### src/rtl/fpadd_pkg.sv
package fpadd_pkg;
   typedef enum logic [0:0] {MOP_ADD = 1'b0, MOP_SUB = 1'b1} mant_op_e;
   typedef enum logic [1:0] {NC_ZERO, NC_CARRY, NC_SHIFT} norm_case_e;
endpackage

### src/rtl/fpadd_s1_order.sv
module fpadd_s1_order #(
   parameter int EXP_W = 8,
   parameter int MAN_W = 23,
   parameter int MW    = 26,
   parameter int SHW   = 5,
   localparam int W    = 1 + EXP_W + MAN_W,
   localparam int GRD  = MW - MAN_W - 1
) (
   input  logic             clk,
   input  logic             rst,
   input  logic             v_i,
   input  logic [W-1:0]     a_i,
   input  logic [W-1:0]     b_i,
   input  logic             sub_i,
   output logic             v_q,
   output logic             sgn_big_q,
   output logic             sgn_sml_q,
   output logic [EXP_W-1:0] exp_big_q,
   output logic [MW-1:0]    man_big_q,
   output logic [MW-1:0]    man_sml_q,
   output logic [SHW-1:0]   shamt_q,
   output logic             flush_q
);
   logic [EXP_W-1:0] ea, eb, e_big, e_sml, diff;
   logic [MAN_W-1:0] fa, fb;
   logic             sa, sb, swap;
   logic [MW-1:0]    ma, mb;

   always_comb begin
      ea   = a_i[W-2 -: EXP_W];
      eb   = b_i[W-2 -: EXP_W];
      fa   = (ea == '0) ? '0 : a_i[MAN_W-1:0];
      fb   = (eb == '0) ? '0 : b_i[MAN_W-1:0];
      sa   = a_i[W-1];
      sb   = b_i[W-1] ^ sub_i;
      ma   = {(ea != '0), fa, {GRD{1'b0}}};
      mb   = {(eb != '0), fb, {GRD{1'b0}}};
      swap = {eb, fb} > {ea, fa};
      e_big = swap ? eb : ea;
      e_sml = swap ? ea : eb;
      diff  = e_big - e_sml;
   end

   always_ff @(posedge clk) begin
      if (rst) begin
         v_q       <= 1'b0;
         sgn_big_q <= 1'b0;
         sgn_sml_q <= 1'b0;
         exp_big_q <= '0;
         man_big_q <= '0;
         man_sml_q <= '0;
         shamt_q   <= '0;
         flush_q   <= 1'b0;
      end else begin
         v_q       <= v_i;
         sgn_big_q <= swap ? sb : sa;
         sgn_sml_q <= swap ? sa : sb;
         exp_big_q <= e_big;
         man_big_q <= swap ? mb : ma;
         man_sml_q <= swap ? ma : mb;
         shamt_q   <= diff[SHW-1:0];
         flush_q   <= (32'(diff) > 32'(MW - 1));
      end
   end
endmodule

### src/rtl/fpadd_s2_align.sv
module fpadd_s2_align #(
   parameter int EXP_W = 8,
   parameter int MW    = 26,
   parameter int SHW   = 5
) (
   input  logic             clk,
   input  logic             rst,
   input  logic             v_i,
   input  logic             sgn_big_i,
   input  logic             sgn_sml_i,
   input  logic [EXP_W-1:0] exp_big_i,
   input  logic [MW-1:0]    man_big_i,
   input  logic [MW-1:0]    man_sml_i,
   input  logic [SHW-1:0]   shamt_i,
   input  logic             flush_i,
   output logic             v_q,
   output logic             sgn_big_q,
   output logic             sgn_sml_q,
   output logic [EXP_W-1:0] exp_big_q,
   output logic [MW-1:0]    man_big_q,
   output logic [MW-1:0]    man_aln_q
);
   logic [MW-1:0] lvl [0:SHW];

   assign lvl[0] = man_sml_i;
   for (genvar g = 0; g < SHW; g++) begin : g_barrel
      assign lvl[g+1] = shamt_i[g] ? (lvl[g] >> (1 << g)) : lvl[g];
   end

   always_ff @(posedge clk) begin
      if (rst) begin
         v_q       <= 1'b0;
         sgn_big_q <= 1'b0;
         sgn_sml_q <= 1'b0;
         exp_big_q <= '0;
         man_big_q <= '0;
         man_aln_q <= '0;
      end else begin
         v_q       <= v_i;
         sgn_big_q <= sgn_big_i;
         sgn_sml_q <= sgn_sml_i;
         exp_big_q <= exp_big_i;
         man_big_q <= man_big_i;
         man_aln_q <= flush_i ? '0 : lvl[SHW];
      end
   end

   AST_FLUSH_ZERO: assert property (@(posedge clk) disable iff (rst)
      (v_i && flush_i) |=> (man_aln_q == '0));
endmodule

### src/rtl/fpadd_s3_sum.sv
module fpadd_s3_sum
   import fpadd_pkg::*;
#(
   parameter int EXP_W = 8,
   parameter int MW    = 26
) (
   input  logic             clk,
   input  logic             rst,
   input  logic             v_i,
   input  logic             sgn_big_i,
   input  logic             sgn_sml_i,
   input  logic [EXP_W-1:0] exp_big_i,
   input  logic [MW-1:0]    man_big_i,
   input  logic [MW-1:0]    man_aln_i,
   output logic             v_q,
   output logic             sgn_q,
   output logic [EXP_W-1:0] exp_q,
   output logic [MW:0]      sum_q
);
   mant_op_e op;
   logic [MW:0] sum_d;

   always_comb begin
      op    = (sgn_big_i ^ sgn_sml_i) ? MOP_SUB : MOP_ADD;
      sum_d = (op == MOP_SUB) ? ({1'b0, man_big_i} - {1'b0, man_aln_i})
                              : ({1'b0, man_big_i} + {1'b0, man_aln_i});
   end

   always_ff @(posedge clk) begin
      if (rst) begin
         v_q   <= 1'b0;
         sgn_q <= 1'b0;
         exp_q <= '0;
         sum_q <= '0;
      end else begin
         v_q   <= v_i;
         sgn_q <= sgn_big_i;
         exp_q <= exp_big_i;
         sum_q <= sum_d;
      end
   end

   AST_NO_BORROW: assert property (@(posedge clk) disable iff (rst)
      (v_i && (sgn_big_i != sgn_sml_i)) |-> (man_big_i >= man_aln_i));
endmodule

### src/rtl/fpadd_s4_norm.sv
module fpadd_s4_norm
   import fpadd_pkg::*;
#(
   parameter int EXP_W = 8,
   parameter int MAN_W = 23,
   parameter int MW    = 26,
   parameter int SHW   = 5,
   localparam int W    = 1 + EXP_W + MAN_W
) (
   input  logic             clk,
   input  logic             rst,
   input  logic             v_i,
   input  logic             sgn_i,
   input  logic [EXP_W-1:0] exp_i,
   input  logic [MW:0]      sum_i,
   output logic             v_q,
   output logic [W-1:0]     res_q
);
   function automatic logic [SHW-1:0] lead_zeros(input logic [MW-1:0] x);
      logic [SHW-1:0] n;
      n = SHW'(MW);
      for (int i = 0; i < MW; i++)
         if (x[i]) n = SHW'(MW - 1 - i);
      return n;
   endfunction

   norm_case_e       nc;
   logic [SHW-1:0]   lz;
   logic [MW-1:0]    m_n;
   logic [EXP_W-1:0] e_n;
   logic [W-1:0]     res_d;

   always_comb begin
      lz  = lead_zeros(sum_i[MW-1:0]);
      m_n = '0;
      e_n = '0;
      if (sum_i == '0)
         nc = NC_ZERO;
      else if (sum_i[MW])
         nc = NC_CARRY;
      else if ({1'b0, exp_i} <= (EXP_W+1)'(lz))
         nc = NC_ZERO;
      else
         nc = NC_SHIFT;
      case (nc)
         NC_CARRY: begin
            m_n = sum_i[MW:1];
            e_n = exp_i + 1'b1;
         end
         NC_SHIFT: begin
            m_n = sum_i[MW-1:0] << lz;
            e_n = exp_i - EXP_W'(lz);
         end
         default: ;
      endcase
      res_d = (nc == NC_ZERO) ? '0 : {sgn_i, e_n, m_n[MW-2 -: MAN_W]};
   end

   always_ff @(posedge clk) begin
      if (rst) begin
         v_q   <= 1'b0;
         res_q <= '0;
      end else begin
         v_q   <= v_i;
         res_q <= res_d;
      end
   end

   AST_ZERO_POSITIVE: assert property (@(posedge clk) disable iff (rst)
      (v_q && (res_q[W-2:0] == '0)) |-> !res_q[W-1]);
endmodule

### src/rtl/fp_addsub_pipe.sv
module fp_addsub_pipe #(
   parameter int EXP_W = 8,
   parameter int MAN_W = 23,
   parameter int GUARD = 2,
   localparam int W    = 1 + EXP_W + MAN_W,
   localparam int MW   = MAN_W + 1 + GUARD,
   localparam int SHW  = $clog2(MW + 1)
) (
   input  logic         clk,
   input  logic         rst,
   input  logic         op_valid,
   input  logic [W-1:0] opa,
   input  logic [W-1:0] opb,
   input  logic         op_sub,
   output logic         res_valid,
   output logic [W-1:0] res
);
   if (EXP_W < 3 || EXP_W > 15) begin : g_bad_exp
      $error("fp_addsub_pipe: EXP_W out of range");
   end
   if (MAN_W < 4 || GUARD < 1) begin : g_bad_man
      $error("fp_addsub_pipe: MAN_W or GUARD too small");
   end
   if (SHW > EXP_W) begin : g_bad_shw
      $error("fp_addsub_pipe: shift field wider than exponent");
   end

   logic             v1, sb1, ss1, fl1;
   logic [EXP_W-1:0] e1;
   logic [MW-1:0]    mb1, ms1;
   logic [SHW-1:0]   sh1;
   logic             v2, sb2, ss2;
   logic [EXP_W-1:0] e2;
   logic [MW-1:0]    mb2, ma2;
   logic             v3, s3;
   logic [EXP_W-1:0] e3;
   logic [MW:0]      sum3;

   fpadd_s1_order #(.EXP_W(EXP_W), .MAN_W(MAN_W), .MW(MW), .SHW(SHW)) u_s1 (
      .clk(clk), .rst(rst), .v_i(op_valid), .a_i(opa), .b_i(opb), .sub_i(op_sub),
      .v_q(v1), .sgn_big_q(sb1), .sgn_sml_q(ss1), .exp_big_q(e1),
      .man_big_q(mb1), .man_sml_q(ms1), .shamt_q(sh1), .flush_q(fl1));

   fpadd_s2_align #(.EXP_W(EXP_W), .MW(MW), .SHW(SHW)) u_s2 (
      .clk(clk), .rst(rst), .v_i(v1), .sgn_big_i(sb1), .sgn_sml_i(ss1),
      .exp_big_i(e1), .man_big_i(mb1), .man_sml_i(ms1), .shamt_i(sh1),
      .flush_i(fl1), .v_q(v2), .sgn_big_q(sb2), .sgn_sml_q(ss2),
      .exp_big_q(e2), .man_big_q(mb2), .man_aln_q(ma2));

   fpadd_s3_sum #(.EXP_W(EXP_W), .MW(MW)) u_s3 (
      .clk(clk), .rst(rst), .v_i(v2), .sgn_big_i(sb2), .sgn_sml_i(ss2),
      .exp_big_i(e2), .man_big_i(mb2), .man_aln_i(ma2),
      .v_q(v3), .sgn_q(s3), .exp_q(e3), .sum_q(sum3));

   fpadd_s4_norm #(.EXP_W(EXP_W), .MAN_W(MAN_W), .MW(MW), .SHW(SHW)) u_s4 (
      .clk(clk), .rst(rst), .v_i(v3), .sgn_i(s3), .exp_i(e3), .sum_i(sum3),
      .v_q(res_valid), .res_q(res));

   AST_LATENCY: assert property (@(posedge clk) disable iff (rst)
      op_valid |-> ##4 res_valid);
   AST_NO_SPURIOUS: assert property (@(posedge clk) disable iff (rst)
      !v3 |=> !res_valid);
endmodule

### config.mk
export PLATFORM = sky130hd
export DESIGN_NAME = fp_addsub_pipe
export DESIGN_NICKNAME = d
export VERILOG_FILES = /design/src/rtl/fpadd_pkg.sv /design/src/rtl/fpadd_s1_order.sv /design/src/rtl/fpadd_s2_align.sv /design/src/rtl/fpadd_s3_sum.sv /design/src/rtl/fpadd_s4_norm.sv /design/src/rtl/fp_addsub_pipe.sv
export SDC_FILE = /design/constraint.sdc
export NUM_CORES = 1
export LEC_CHECK = 0
export ABC_AREA = 1
export CORE_MARGIN = 2
export CORE_UTILIZATION = 23
export CTS_BUF_LIST = sky130_fd_sc_hd__clkbuf_8
export CTS_CLUSTER_DIAMETER = 100
export DETAILED_ROUTE_END_ITERATION = 8
export MAX_ROUTING_LAYER = met4
export PLACE_DENSITY = 0.44
export SLEW_MARGIN = 20
export SYNTH_ARGS = -nofsm -noshare
export SYNTH_HDL_FRONTEND = slang
export SYNTH_SLANG_ARGS = --single-unit
### constraint.sdc
create_clock -name clk -period 11.7 [get_ports clk]
set_input_delay 2.34 -clock clk [delete_from_list [all_inputs] [get_ports clk]]
set_output_delay 2.34 -clock clk [all_outputs]
set_load 0.02 [all_outputs]
==> results by group <==
Clocking
  – CTS tree: yes
  – Clock Root Buffer: clkbuf_8
  – CTS-repair resized insts: 0
  – Post-CTS Setup Inserts: 0
  – Clock sink count: 196
  – Hold buffer count at CTS: 0
  – H-Tree Level Count: 4
  – Clock Path Buffers: 2
  – Clock transition at path regs: 100 ps
  – Clock latency on the worst-skew pair: 480 ps
  – CTS buffer count: 17

Setup path
  – Reg-to-reg endpoint: u_s4.res_q[18]
  – Worst r2r src: u_s3.sum_q[1]
  – Critical path data required time: 12080 ps
  – Worst reg2reg path depth: 38
  – Critical path peak fanout: 64
  – Slowest CP cell: inv_2
  – Crit path depth: 25
  – WP buf/inv: 5
  – CP max stage delay: 700 ps
  – CP top delay family: buffers and inverters
  – Worst setup endpoint: u_s1.flush_q
  – Most common cell on crit path: nand2_1
  – Critical Path AT: 7670 ps
  – Worst Setup SP: opb[24]
  – WS Path Type: primary input to flip-flop
  – Setup crit start kind: primary input
  – CP Capture Type: flip-flop
  – R2R setup slack: 6670 ps

GRT
  – Global-route usage over all layers: 0.1403
  – Largest net degree at the start of global routing: 79
  – GRT overflow: 0
  – First-pass GRT wire length: 58040 um
  – Initial antenna violation count: 1
  – Number of global-route vias before repair: 10970

Yosys
  – Sequential area share after synthesis: 0.3357
  – Asr flop ratio synth: 0
  – Mapped Nets: 1924
  – Synth Instances: 1792
  – Cell Area, Synth: 0.01169 mm2
  – Yosys reg bits: 196
  – Most common cell in the netlist: nand2_1
  – Synth Flop Type: dfxtp_1
  – Netlist cell types: 50
  – Synth Warn #: 0
  – Largest cells by area after synthesis: dfxtp_1 (34%), nand2_1 (14%), nand3_1 (7.5%)
  – EDFF count, synth: 0
  – Syn avg cell area: 6.522 um2
  – Area fraction of the dominant cell type after synthesis: 0.3357
  – Commonest cells in the synthesized netlist: nand2_1 (448), nor2_1 (207), dfxtp_1 (196), inv_1 (184), nand3_1 (175)
  – Area leader, netlist: dfxtp_1

Finish
  – Area grow syn2layout: 17.15%
  – Share of layout cells above drive strength 1: 0.04749
  – Design area: 0.01369 mm2
  – Layout net count: 1972
  – Diodes inserted: 0

Routing
  – WL per Instance: 14.12 um
  – Routed wire length: 35660 um
  – DR iter-0 viols: 822
  – Vias per cell: 4.500
  – Via count: 11360
  – First-pass iteration count of the detailed router: 6
  – ANT nets after route: 0
  – DR DRC count: 0

Floorplanning
  – Die height: 229.4 um
  – CORE AREA: 0.05017 mm2
  – Top-level I/O count: 101
  – # rows: 82
  – Die area: 0.05263 mm2
  – Initial Util: 0.2330
  – Die Span X: 229.4 um

STA
  – Max-slew headroom: 0.3001
  – Max Freq: 137.1 MHz
  – Period minus WS final: 7293 ps
  – Hold Vio Cnt, Final: 0
  – Setup-failing EPs final: 0
  – Crit share post-route: 0.6233
  – Clock Skew: 12.76 ps
  – RSZ-0062 raised after global routing: false
  – Final setup TNS: 0 ps
  – Slew Viols, Final: 0
  – Slew @ Worst Pin: 1048 ps

Power and ir drop
  – Cell-internal power: 1631 uW
  – Combinational share of power: 0.583
  – Reg power frac: 0.271
  – PD cells: 233.7 mW/mm2
  – VDD IR max: 130.8 uV
  – Sw frac: 0.4901
  – Clock share of power: 0.147
  – Leakage: 0.006169 uW
  – Psw: 1568 uW

Place
  – GPL Wtd Cong: 0.9251
  – Port buffer count: 100
  – Placed cell area: 0.01325 mm2
  – Final HPWL DP: 28180 um

Run
  – Max Cap Violations: 0

Outcome
  – Outcome: finished clean

Hold path
  – Worst Hold Class: flip-flop to flip-flop
[power groups by stage]
stage               sequential (uW)  combinational [uW]  clock [uW]
floorplan                       893                1350           0
global placement                881                1860           0
detailed placement              882                1850           0
CTS                             866                1860         492
global route                    881                2120         518
finish                          866                1860         470
[tightest hold or removal path: stages, from the launching register on]
cell	delay [ps]
dfxtp_1	310
inv_1	40
nor2_1	30
[cell type report]
type                            count  area, um2
Fill cell                        5591      36480
Multi-Input combinational cell   1322       6700
Sequential cell                   196       3924
Timing Repair Buffer              107       1051
Tap cell                          672      840.8
Inverter                          196      735.7
Clock buffer                       19      261.5
Clock inverter                     13      178.9
[cell usage in the layout, fill, tap and decap left out, types with 16 or more instances in the layout]
| cell | instances |
|---|---|
| nand2_1 | 448 |
| ha_1 | 63 |
| dfxtp_1 | 196 |
| o21ai_0 | 88 |
| nand3_1 | 175 |
| clkdlybuf4s50_1 | 99 |
| clkbuf_8 | 19 |
| inv_1 | 185 |
| xor2_1 | 16 |
| nor3_1 | 17 |
| a21oi_1 | 159 |
| nor2_1 | 207 |
[through the flow]
stage	hold WS [ps]	util	setup WS, ps	cells	total power, uW
global route	420.3	0.2729	3825	2525	3519
floorplan	388.3	-	6111	1792	2238
finish	399.3	0.2729	4407	2525	3200
detailed placement	394.9	0.2641	3885	2493	2735
global placement	389.1	0.2641	4001	2493	2742
CTS	397.2	0.2729	4417	2525	3221
[logic make-up after synthesis]
| kind of cell | Yosys count | share of synthesized area |
|---|---|---|
| and+or+nand+nor | 894 | 0.3195 |
| DFF | 196 | 0.3357 |
| AOI/OAI and AO/OA | 329 | 0.1575 |
| xor gates and xnor gates | 29 | 0.02173 |
| muxes | 6 | 0.005139 |
| buffers and inverters | 274 | 0.09132 |
| adders and majority gates | 64 | 0.06916 |
[registers in the layout, indices dropped and copies added (netlist names), 5 cells and up]
register        count
u_s1.exp_big_q      8
u_s1.man_big_q     24
u_s1.man_sml_q     24
u_s1.shamt_q        5
u_s2.exp_big_q      8
u_s2.man_aln_q     26
u_s2.man_big_q     24
u_s3.exp_q          8
u_s3.sum_q         27
u_s4.res_q         32
[metal layers]
layer	wire, um	share of wire	GRT usage	up-vias
li1	-	-	-	5923
met1	17640	0.49	0.1891	5124
met2	16030	0.45	0.2181	279
met3	1363	0.038	0.01967	37
met4	622	0.017	0.03977	0
met5	0	0	-	-
[worst min path at each step]
stage | slack (ps) | from | depth (start not counted) | to
2_1_floorplan | 390 | u_s1.exp_big_q[0] | 2 | u_s2.exp_big_q[0]
3_3_place_gp | 390 | u_s1.v_q | 2 | u_s2.v_q
3_5_place_dp | 390 | u_s2.v_q | 2 | u_s3.v_q
5_1_grt | 420 | u_s1.exp_big_q[1] | 2 | u_s2.exp_big_q[1]
4_1_cts | 400 | u_s2.v_q | 2 | u_s3.v_q
6_report | 400 | u_s2.v_q | 2 | u_s3.v_q
(Power assumes the default switching activity.)
